**src/rtl/acu_pkg.sv**
```systemverilog
package acu_pkg;
  parameter int OP_W   = 3;
  parameter int ADDR_W = 5;
  parameter int WORD_W = OP_W + ADDR_W;
  parameter int BEAT_W = 2;

  typedef enum logic [OP_W-1:0] {
    OP_SHL = 3'd0, OP_LDA = 3'd1, OP_STA = 3'd2, OP_JMP = 3'd3,
    OP_JZ  = 3'd4, OP_ADD = 3'd5, OP_COM = 3'd6, OP_NOP = 3'd7
  } opcode_e;

  typedef enum logic [1:0] {
    ALU_LOAD = 2'b00, ALU_ADD = 2'b01, ALU_INV = 2'b10, ALU_SHL = 2'b11
  } aluop_e;

  typedef struct packed {
    logic   marFromPc;
    logic   marFromAddr;
    logic   mdrFromMem;
    logic   mdrFromAcc;
    logic   pcInc;
    logic   pcFromAddr;
    logic   irLoad;
    logic   memRd;
    logic   memWr;
    logic   aluGo;
    aluop_e aluOp;
  } strobes_t;
endpackage

```
**src/rtl/acu_control.sv**
```systemverilog
module acu_control
  import acu_pkg::*;
#(
  parameter int OPW = OP_W,
  parameter int BW  = BEAT_W
) (
  input  logic           clk,
  input  logic           rstN,
  input  logic [OPW-1:0] opcode,
  input  logic           accZero,
  output logic [BW-1:0]  beat,
  output logic           inExe,
  output strobes_t       stb
);
  localparam int NUM_OPS   = 1 << OPW;
  localparam logic [BW-1:0] LAST_BEAT = BW'((1 << BW) - 1);

  logic [NUM_OPS-1:0] opHot;
  logic [3:0] c;
  logic fe, ex;
  logic isShl, isLda, isSta, isJmp, isJz, isAdd, isCom, memOperand;

  always_ff @(posedge clk) begin
    if (!rstN) begin
      beat  <= '0;
      inExe <= 1'b0;
    end else begin
      beat <= beat + 1'b1;
      if (beat == LAST_BEAT) inExe <= ~inExe;
    end
  end

  for (genvar g = 0; g < NUM_OPS; g++) begin : g_dec
    assign opHot[g] = (opcode == OPW'(g));
  end

  for (genvar b = 0; b < 4; b++) begin : g_beat
    assign c[b] = (beat == BW'(b));
  end

  assign fe = ~inExe;
  assign ex = inExe;
  assign isShl = opHot[OP_SHL];
  assign isLda = opHot[OP_LDA];
  assign isSta = opHot[OP_STA];
  assign isJmp = opHot[OP_JMP];
  assign isJz  = opHot[OP_JZ];
  assign isAdd = opHot[OP_ADD];
  assign isCom = opHot[OP_COM];
  assign memOperand = isLda | isAdd;

  always_comb begin
    stb.marFromPc   = fe & c[0];
    stb.memRd       = c[1] & (fe | (ex & memOperand));
    stb.mdrFromMem  = stb.memRd;
    stb.pcInc       = fe & c[2];
    stb.irLoad      = fe & c[3];
    stb.marFromAddr = ex & ((c[0] & memOperand) | (c[1] & isSta));
    stb.mdrFromAcc  = ex & c[1] & isSta;
    stb.memWr       = ex & c[2] & isSta;
    stb.pcFromAddr  = ex & c[2] & (isJmp | (isJz & accZero));
    stb.aluGo       = ex & c[2] & (isLda | isAdd | isCom | isShl);
    stb.aluOp       = isAdd ? ALU_ADD : isCom ? ALU_INV : isShl ? ALU_SHL : ALU_LOAD;
  end
endmodule

```
**src/rtl/acu_datapath.sv**
```systemverilog
module acu_datapath
  import acu_pkg::*;
#(
  parameter int OPW = OP_W,
  parameter int AW  = ADDR_W
) (
  input  logic              clk,
  input  logic              rstN,
  input  strobes_t          stb,
  input  logic [OPW+AW-1:0] memRdata,
  input  logic [OPW+AW-1:0] accIn,
  output logic [OPW-1:0]    opcode,
  output logic [AW-1:0]     pc,
  output logic [AW-1:0]     mar,
  output logic [OPW+AW-1:0] mdr
);
  localparam int WW = OPW + AW;

  logic [WW-1:0] ir;
  logic [AW-1:0] addrField;

  assign opcode    = ir[WW-1 -: OPW];
  assign addrField = ir[AW-1:0];

  always_ff @(posedge clk) begin
    if (!rstN) begin
      pc  <= '0;
      mar <= '0;
      mdr <= '0;
      ir  <= '0;
    end else begin
      if (stb.marFromPc)        mar <= pc;
      else if (stb.marFromAddr) mar <= addrField;
      if (stb.mdrFromMem)       mdr <= memRdata;
      else if (stb.mdrFromAcc)  mdr <= accIn;
      if (stb.pcInc)            pc  <= pc + 1'b1;
      else if (stb.pcFromAddr)  pc  <= addrField;
      if (stb.irLoad)           ir  <= mdr;
    end
  end
endmodule

```
**src/rtl/acu_top.sv**
```systemverilog
module acu_top
  import acu_pkg::*;
#(
  parameter int OPW = OP_W,
  parameter int AW  = ADDR_W,
  parameter int BW  = BEAT_W
) (
  input  logic              clk,
  input  logic              rstN,
  output logic [AW-1:0]     memAddr,
  output logic              memRead,
  output logic              memWrite,
  output logic [OPW+AW-1:0] memWdata,
  input  logic [OPW+AW-1:0] memRdata,
  input  logic [OPW+AW-1:0] accIn,
  output logic              aluGo,
  output logic [1:0]        aluOp,
  output logic [OPW+AW-1:0] aluOperand,
  output logic [AW-1:0]     pcOut,
  output logic [BW-1:0]     beatOut,
  output logic              exePhase
);
  strobes_t       stb;
  logic [OPW-1:0] opcode;
  logic [OPW+AW-1:0] mdr;

  acu_control #(.OPW(OPW), .BW(BW)) i_ctrl (
    .clk(clk), .rstN(rstN), .opcode(opcode), .accZero(accIn == '0),
    .beat(beatOut), .inExe(exePhase), .stb(stb)
  );

  acu_datapath #(.OPW(OPW), .AW(AW)) i_dp (
    .clk(clk), .rstN(rstN), .stb(stb), .memRdata(memRdata), .accIn(accIn),
    .opcode(opcode), .pc(pcOut), .mar(memAddr), .mdr(mdr)
  );

  assign memRead    = stb.memRd;
  assign memWrite   = stb.memWr;
  assign memWdata   = mdr;
  assign aluOperand = mdr;
  assign aluGo      = stb.aluGo;
  assign aluOp      = stb.aluOp;
endmodule

```
**config.mk**
```make
export PLATFORM = sky130hd
export DESIGN_NAME = acu_top
export DESIGN_NICKNAME = d
export VERILOG_FILES = /design/src/rtl/acu_pkg.sv /design/src/rtl/acu_control.sv /design/src/rtl/acu_datapath.sv /design/src/rtl/acu_top.sv
export SDC_FILE = /design/constraint.sdc
export NUM_CORES = 1
export LEC_CHECK = 0
export BUFFER_PORTS_ARGS = -buffer_cell sky130_fd_sc_hd__buf_2
export CAP_MARGIN = 30
export CORE_ASPECT_RATIO = 1.1
export CORE_UTILIZATION = 53
export CTS_CLUSTER_SIZE = 10
export DETAILED_ROUTE_END_ITERATION = 10
export PLACE_DENSITY = 0.84
export RECOVER_POWER = 50
export SYNTH_ARGS = -nofsm -noshare
export SYNTH_HDL_FRONTEND = slang
export SYNTH_SLANG_ARGS = --single-unit
export TNS_END_PERCENT = 50
```
**constraint.sdc**
```tcl
create_clock -name clk -period 3.4 [get_ports clk]
set_input_delay 0 -clock clk [delete_from_list [all_inputs] [get_ports clk]]
set_output_delay 0 -clock clk [all_outputs]
set_load 0.05 [all_outputs]
```
# --- After elaboration in Yosys (flattened, before gate mapping) ---
# Index checks and enable logic that the tools add are counted.
# W data, S select, Z words.
classes:
  reduce_logical: 6
  n_addsub: 2
  mux: 9
  n_bitwise: 22
  eq_ne: 9
ops:
  columns: ["op", "n"]
  rows:
  - ["$mux W5", 4]
  - ["$mux W8", 2]
  - ["$and A1 B1 Y1", 15]
  - ["$eq A3 B3 Y1 const B", 3]
  - ["$logic_not A8 Y1", 1]
  - ["$eq A3 B2 Y1 const B", 2]
  - ["$mux W2", 3]
  - ["$or A1 B1 Y1", 6]
  - ["$reduce_bool A2 Y1", 3]
  - ["$add A5 B1 Y5 const B", 1]
  - ["$eq A2 B2 Y1 const B", 2]
  - ["$eq A3 B1 Y1 const B", 1]
  - ["$logic_not A3 Y1", 1]
  - ["$add A2 B1 Y2 const B", 1]
  - ["$eq A2 B1 Y1 const B", 1]
  - ["$logic_not A2 Y1", 1]
  - ["$not A1 Y1", 1]
word_totals:
  in_bits: 18
  regBits: 29
  output_inout_bits: 34
  word_cells: 54

# --- Logic depth before layout (Yosys ltp) ---
# Gate-level depths: netlist of the first run.
logic_depth:
  word_depth: 7
  ltp_mapped: 7
  ltp_nobuf: 6

# --- Cells and area by module ---
# From an unflattened synthesis of the first run, not the netlist that was laid out.
hier_totals:
  cells_unflattened: 163
  area_unflattened_um2: 1552.7
modules_own_cells:
  columns: ["module", "instances", "seq_area_each_um2", "area_each_um2", "cells_each"]
  rows:
  - ["acu_datapath", 1, 520.5, 1173.6, 116]
  - ["acu_control", 1, 60.1, 300.3, 36]
  - ["acu_top", 1, 0.0, 78.8, 11]

# --- Worst setup path after synthesis of the first run ---
# Ideal clock, no wire load.
synth_path:
  kind: "flip-flop to flip-flop"
  start: "register i_ctrl.beat[0]"
  end: "register i_dp.mdr[0]"
  n_path_buf: 0
  setup_slack_ps: 922
  synth_period_minus_slack_ps: 2478
  arrival_ps: 2410
  required_ps: 3332
  path_stages_with_launch: 5
  setup_time_ps: 68
  cell_sequence: "dfxtp_1 > ha_1 > a21boi_1 > a222oi_1 > nor2b_1"
synth_via:
  word_cells_on_any_way: 6
  classes_between: "eq/ne: 1; mux: 1; bitwise: 3; reduce/logical: 1"
synth_rtl:
  columns: ["item", "line", "rtl"]
  rows:
  - ["start: declaration", "acu_control.sv:11", "output logic [BW-1:0] beat,"]
  - ["start signal: assignment", "acu_control.sv:28", "beat <= beat + 1'b1;"]
  - ["$eq A2 B1 Y1 (*)", "acu_control.sv:38", "assign c[b] = (beat == BW'(b));"]
  - ["$and A1 B1 Y1 (*)", "acu_control.sv:54", "stb.memRd = c[1] & (fe | (ex & memOperand));"]
  - ["net memRead", "acu_top.sv:11", "output logic memRead,"]
  - ["$mux W8 / $reduce_bool A2 Y1 (equally long branches)", null, null]
  - ["end signal: assignment", "acu_datapath.sv:34", "if (stb.mdrFromMem) mdr <= memRdata;"]
  - ["end signal: assignment", "acu_datapath.sv:35", "else if (stb.mdrFromAcc) mdr <= accIn;"]
  - ["end: declaration", "acu_datapath.sv:15", "output logic [OPW+AW-1:0] mdr"]
# Mark *: on every way through the listed nets, which the timed path passes. The rest lies on a longest branch.
# A chain may end at the register's enable or synchronous reset.

# --- Worst setup path in the final report of the first run ---
layout_path:
  start: "register i_ctrl.inExe"
  end: "register i_dp.mdr[4]"
layout_via:
  elab_chain_cells: 4
  word_cells_on_any_way: 8
  classes_between: "mux: 1; bitwise: 6; reduce/logical: 1"
layout_rtl:
  columns: ["item", "line", "rtl"]
  rows:
  - ["start: declaration", "acu_control.sv:12", "output logic inExe,"]
  - ["start signal: assignment", "acu_control.sv:29", "if (beat == LAST_BEAT) inExe <= ~inExe;"]
  - ["$and A1 B1 Y1 / $not A1 Y1 (equally long branches)", "acu_control.sv:54, acu_control.sv:41", null]
  - ["$or A1 B1 Y1", "acu_control.sv:54", null]
  - ["$and A1 B1 Y1", "acu_control.sv:54", null]
  - ["$mux W8 / $reduce_bool A2 Y1 (equally long branches)", null, null]
# Several ways; a longest one is shown, not always the timed one.

==> flow_summary.json, run 1 <==
{
  "grt_pass1_vias": 1432,
  "clock_skew_ns": 0.0115,
  "crit_fanout": 14,
  "htree_num_levels": 2,
  "antenna_cells": 0,
  "slew_viol_final": 0,
  "cts_made_buffers": 5,
  "clock_path_buffers": 2,
  "critPathCaptureType": "flip-flop",
  "routedWlPerCell_um": 15.6,
  "clock-root-buffer": "clkbuf_4",
  "timing.fmax_mhz": 376,
  "grt_max_degree": 29,
  "synth_nets": 194,
  "cts_tree": "done",
  "dp_slack_ns": 1.36,
  "clk_latency_ns": 0.33,
  "yosys_warnings": 0,
  "finalCriticalPeriod_ns": 2.66,
  "finalSetupViolCount": 0,
  "power_uw": 828,
  "layout-drive-gt1-share_pct": 14.6,
  "leakage_nw": 0.743,
  "ant_nets": 0,
  "vias": 1503,
  "placed_cells": 235,
  "period_share_pct": 78.2,
  "drt-initial-drc-count": 74,
  "fin_cells": 259,
  "dr.pass1.iters": 4,
  "syn_inst": 171,
  "dp_hpwl_um": 2770,
  "antenna_found_initial": 0,
  "fin_hold_ws_ns": 0.0914,
  "post-route-worst-setup-slack_ns": 0.742,
  "max-vdd-ir-drop_mv": 0.370,
  "p_per_area_nw_per_um2": 435,
  "synth-seq-area-share_pct": 37.8,
  "rsz0062_at_grt": "false",
  "floorplan.initialDensity_pct": 55.9,
  "critPathLaunchType": "flip-flop",
  "cap_violations": 0,
  "grt_util_all_layers_pct": 29.2,
  "place_congestion": 0.846,
  "die_y_um": 58.5,
  "worst-setup-path-type": "reg -> reg",
  "boundaryPins": 52,
  "routed_wirelength_um": 4040,
  "fp.dieArea_um2": 3120,
  "syn_area_um2": 1540,
  "coreArea_um2": 2750,
  "yosysUniqueCellTypes": 40,
  "die_w_um": 53.4,
  "vias_per_cell": 5.80,
  "final_cell_mix": "dfxtp_1 (29), clkbuf_1 (29), buf_2 (22)",
  "numPortBuffers": 51,
  "outcome": "finished, final reports clean",
  "grt_pass1_wl_um": 6470,
  "fin_nets": 248,
  "grt-ovfl-total": 0,
  "ctsResizeCount": 0,
  "cp.required_ns": 3.67,
  "fin_setup_tns_ns": 0,
  "timing.slew.headroom_pct": 31.5,
  "critical_path_arrival_ns": 2.93,
  "syn_area_per_cell_um2": 8.99,
  "tightest_slew_ns": 1.02,
  "hold_path_class": "in -> reg",
  "drc": 0,
  "clkSlewWorstSetupHoldPaths_ns": 0.10,
  "ys_ff_latch": 29,
  "hold_viol": 0,
  "clkSinkCount": 29,
  "area_growth_pct": 23.8,
  "rows": 20
}
==> critical path, stage by stage, from the launching register on <==
cell	delay, ns
dfxtp_1	0.58
inv_1	0.16
o31ai_1	0.89
a222oi_1	0.20
dlygate4sd3_1	0.65
nor2b_1	0.12
==> timing repair <==
item | CTS | global route
setup buffers | 0 | 0
endpoints found under the setup margin | 0 | 0
hold buffers | 16 | 0
endpoints found under the hold margin | 8 | 0
==> Yosys cell counts <==
cell / number / area [um^2]
nor3b_1: 1 / 7.51
a21boi_0: 8 / 60.1
a22o_1: 1 / 8.76
o21ai_0: 7 / 35.0
a21o_1: 1 / 7.51
inv_1: 4 / 15.0
nand2b_1: 3 / 18.8
a222oi_1: 8 / 80.1
and2_1: 2 / 12.5
or3_1: 1 / 6.26
mux2i_1: 6 / 60.1
o311ai_0: 1 / 8.76
buf_1: 2 / 7.51
nand4_1: 1 / 6.26
a21oi_1: 1 / 5.00
or2_2: 1 / 6.26
buf_4: 11 / 82.6
or4_4: 1 / 11.3
nor2_1: 9 / 33.8
or4_1: 1 / 7.51
a21boi_1: 2 / 15.0
or4b_1: 1 / 10.0
nor2b_1: 14 / 87.6
dfxtp_1: 29 / 581
o21a_1: 2 / 15.0
xor2_1: 2 / 17.5
nand3b_1: 1 / 7.51
and3_1: 2 / 12.5
clkbuf_1: 6 / 22.5
xnor2_1: 1 / 8.76
ha_1: 5 / 62.6
buf_6: 1 / 11.3
o31ai_1: 2 / 15.0
a32o_1: 3 / 30.0
nand3_1: 2 / 10.0
o311a_1: 5 / 50.1
o2bb2ai_1: 1 / 8.76
nor4_1: 1 / 6.26
a21boi_2: 1 / 11.3
nand2_1: 20 / 75.1
==> cell families (layout without fill, tap and decap cells) <==
logic type,Yosys count,count (layout),share of synthesized area [%]
AO/OA/AOI/OAI,43,43,22.8
XOR/XNOR,3,3,1.71
adder cells (fa/ha/maj),5,5,4.07
buffers and inverters,24,79,9.03
flip-flops,29,29,37.8
multiplexers,6,6,3.91
AND/OR/NAND/NOR,61,61,20.7
==> area by class of cell <==
class / count / area, um^2
fillers: 242 / 848
well taps: 33 / 41.3
flip-flops and latches: 29 / 581
multi-input cells: 118 / 818
clock buffers: 7 / 65.1
clock inverters: 1 / 5.00
repair buffers: 67 / 379
inverters: 4 / 15.0
==> metrics by stage <==
stage	util [%]	cell area, um^2
2_1_floorplan	-	1540
4_1_cts	70.5	1940
6_report	69.2	1900
5_1_grt	69.2	1900
3_3_place_gp	62.1	1710
3_5_place_dp	62.1	1710
==> report_power, final <==
part	switching (mW)	internal (mW)
clock network	0.123	0.120
logic	0.146	0.0676
registers	0.0166	0.356
==> final timing paths <==
| path | from | endpoint | slack, ns | depth (start not counted) |
|---|---|---|---|---|
| max | i_ctrl.inExe | i_dp.mdr[4] | 0.74 | 5 |
| min | rstN | i_dp.pc[1] | 0.09 | 2 |
| max reg2reg | i_ctrl.inExe | i_dp.mdr[4] | 0.74 | 5 |
| min reg2reg | i_dp.ir[2] | i_dp.ir[2] | 0.50 | 2 |
==> registers in the layout (all words and copies together), names as in the netlist <==
| register | flops |
|---|---|
| i_dp.pc | 5 |
| i_ctrl.inExe | 1 |
| i_dp.ir | 8 |
| i_dp.mdr | 8 |
| i_ctrl.beat | 2 |
| i_dp.mar | 5 |
==> per-layer routing <==
layer / routed length (um) / part of all wire [%] / GRT usage [%] / vias to the layer above
met5: 0 / 0 / 0 / -
met4: 140 / 3.5 / 16.9 / 0
met3: 289 / 7.1 / 8.01 / 14
met2: 2080 / 51 / 50.7 / 72
met1: 1530 / 38 / 30.7 / 701
li1: - / - / - / 716
Power figures use the tool's default switching activity.
==> run 2: changes to the inputs <==
CORE_UTILIZATION = 45   (was 53)
PLACE_DENSITY = 0.76   (was 0.84)
clock period = 2.42 ns   (was 3.4 ns; I/O delays follow)
==> flow_summary.json, run 2 (synthesis results as in run 1) <==
{
  "outcome": "finished, final reports clean",
  "dr.pass1.iters": 6,
  "whs_path_depth": 2,
  "grt_pass1_vias": 1442,
  "place_congestion": 0.857,
  "cap_violations": 0,
  "final_cell_mix": "clkbuf_1 (30), dfxtp_1 (28), buf_2 (22)",
  "p_per_area_nw_per_um2": 639,
  "rsz0062_at_grt": "false",
  "r2r_end": "i_dp.mdr[0]",
  "worst-setup-path-type": "reg -> reg",
  "slew_viol_final": 0,
  "finalCoreUtilization_pct": 61.8,
  "timing.fmax_mhz": 440,
  "vias_per_cell": 5.67,
  "die_w_um": 57.7,
  "p_clk_share_pct": 33.6,
  "cts_setup_buffers": 0,
  "clock_path_buffers": 2,
  "numPortBuffers": 51,
  "ant_nets": 0,
  "routedWlPerCell_um": 15.0,
  "timing.slew.headroom_pct": 58.9,
  "grt-ovfl-total": 0,
  "multiInputGateArea_um2": 823,
  "leakage_nw": 0.767,
  "cts_made_buffers": 5,
  "seq_power_share_pct": 42.1,
  "p_int_uw": 845,
  "vias": 1492,
  "fin_hold_ws_ns": 0.119,
  "placed_cells": 239,
  "clock-root-buffer": "clkbuf_4",
  "tightest_slew_ns": 0.615,
  "fill_cells": 284,
  "routed_wirelength_um": 3940,
  "die_y_um": 63.3,
  "fp.dieArea_um2": 3660,
  "hold_viol": 0,
  "rows": 21,
  "antenna_found_initial": 0,
  "hold_path_class": "in -> reg",
  "htree_num_levels": 2,
  "coreArea_um2": 3150,
  "crit_fanout": 11,
  "layout-drive-gt1-share_pct": 16.6,
  "fin_cells": 263,
  "grt_pass1_wl_um": 6520,
  "period_share_pct": 93.9,
  "clk_latency_ns": 0.32,
  "final_common_cell": "clkbuf_1",
  "finalSetupViolCount": 0,
  "p_switching_uw": 400,
  "cts_tree": "done",
  "antenna_cells": 0,
  "critical_path_arrival_ns": 2.49,
  "cp.required_ns": 2.64,
  "regToRegStartpoint": "i_ctrl.beat[1]",
  "r2r_setup_slack_ns": 0.15,
  "clock_skew_ns": 0.00592,
  "reg.largest.list": "i_dp.ir x8, i_dp.mdr x8",
  "seqCellArea_um2": 582,
  "worstHoldStart": "rstN",
  "grt_util_all_layers_pct": 22.9,
  "drt-initial-drc-count": 114,
  "hold_end": "i_dp.mar[4]",
  "drc": 0,
  "critPathLaunchType": "flip-flop",
  "dp_hpwl_um": 2550,
  "critPathCaptureType": "flip-flop",
  "max-vdd-ir-drop_mv": 0.409,
  "reg2regPathDepth": 7,
  "p_sw_share_pct": 32.2,
  "fin_nets": 251,
  "area_growth_pct": 26.8,
  "grt_max_degree": 29,
  "floorplan.initialDensity_pct": 48.8,
  "fin_setup_tns_ns": 0,
  "clkSinkCount": 29,
  "boundaryPins": 52,
  "finalCriticalPeriod_ns": 2.27,
  "clkSlewWorstSetupHoldPaths_ns": 0.10,
  "combPwrFrac_pct": 24.3
}
run 2: metrics by stage:
step                      worst slack, ns  total power, mW  cell area [um^2]
after CTS                           0.102             1.25              1980
after detailed placement            0.515            0.810              1740
after global routing               0.0451             1.29              1950
after floorplan                     0.392            0.754              1540
final                               0.148             1.25              1950
after global placement              0.535            0.807              1740
run 2: how the worst max path moves through the flow:
stage                   startpoint  slack, ns           to  cells after the start
finish              i_ctrl.beat[1]       0.15  i_dp.mdr[0]                      7
floorplan           i_ctrl.beat[1]       0.39   i_dp.pc[1]                      5
detailed placement      i_dp.ir[6]       0.51   i_dp.pc[1]                      4
CTS                     i_dp.ir[6]       0.10  i_dp.mdr[2]                      6
global placement        i_dp.ir[5]       0.54   i_dp.pc[1]                      4
global route          i_ctrl.inExe       0.05  i_dp.mdr[7]                      6
run 2: cell type report:
| type | count | share of cell area, % |
|---|---|---|
| multi-input cells | 118 | 42.2 |
| clock inverters | 1 | 1.54 |
| flip-flops and latches | 29 | 29.8 |
| well taps | 34 | 2.18 |
| repair buffers | 70 | 20.6 |
| inverters | 4 | 0.770 |
| clock buffers | 7 | 2.82 |
run 2: per-layer routing:
metal | global-route usage, % | wire length (um) | vias up
met5 | 0 | 0 | -
met4 | 6.85 | 49 | 0
met3 | 4.52 | 204 | 8
met2 | 41.1 | 2050 | 59
met1 | 27.1 | 1640 | 697
li1 | - | - | 728
run 2: power groups by stage:
stage	registers (mW)	clock network [mW]	logic (mW)
after floorplan	0.605	0	0.148
after global placement	0.532	0	0.275
after detailed placement	0.534	0	0.276
after CTS	0.523	0.420	0.306
after global routing	0.528	0.443	0.323
final	0.524	0.418	0.303
run 2: critical path: stages (launching register included):
cell           delay, ns
dfxtp_1             0.40
inv_1               0.08
ha_1                0.22
and3_2              0.28
buf_4               0.19
a222oi_1            0.33
dlygate4sd3_1       0.61
nor2b_1             0.04
run 2: what timing repair did:
| item | in CTS | in global routing |
|---|---|---|
| resized for setup | 0 | 2 |
| setup endpoints to repair | 0 | 8 |
| hold endpoints to repair | 8 | 0 |
| hold buffers | 16 | 0 |
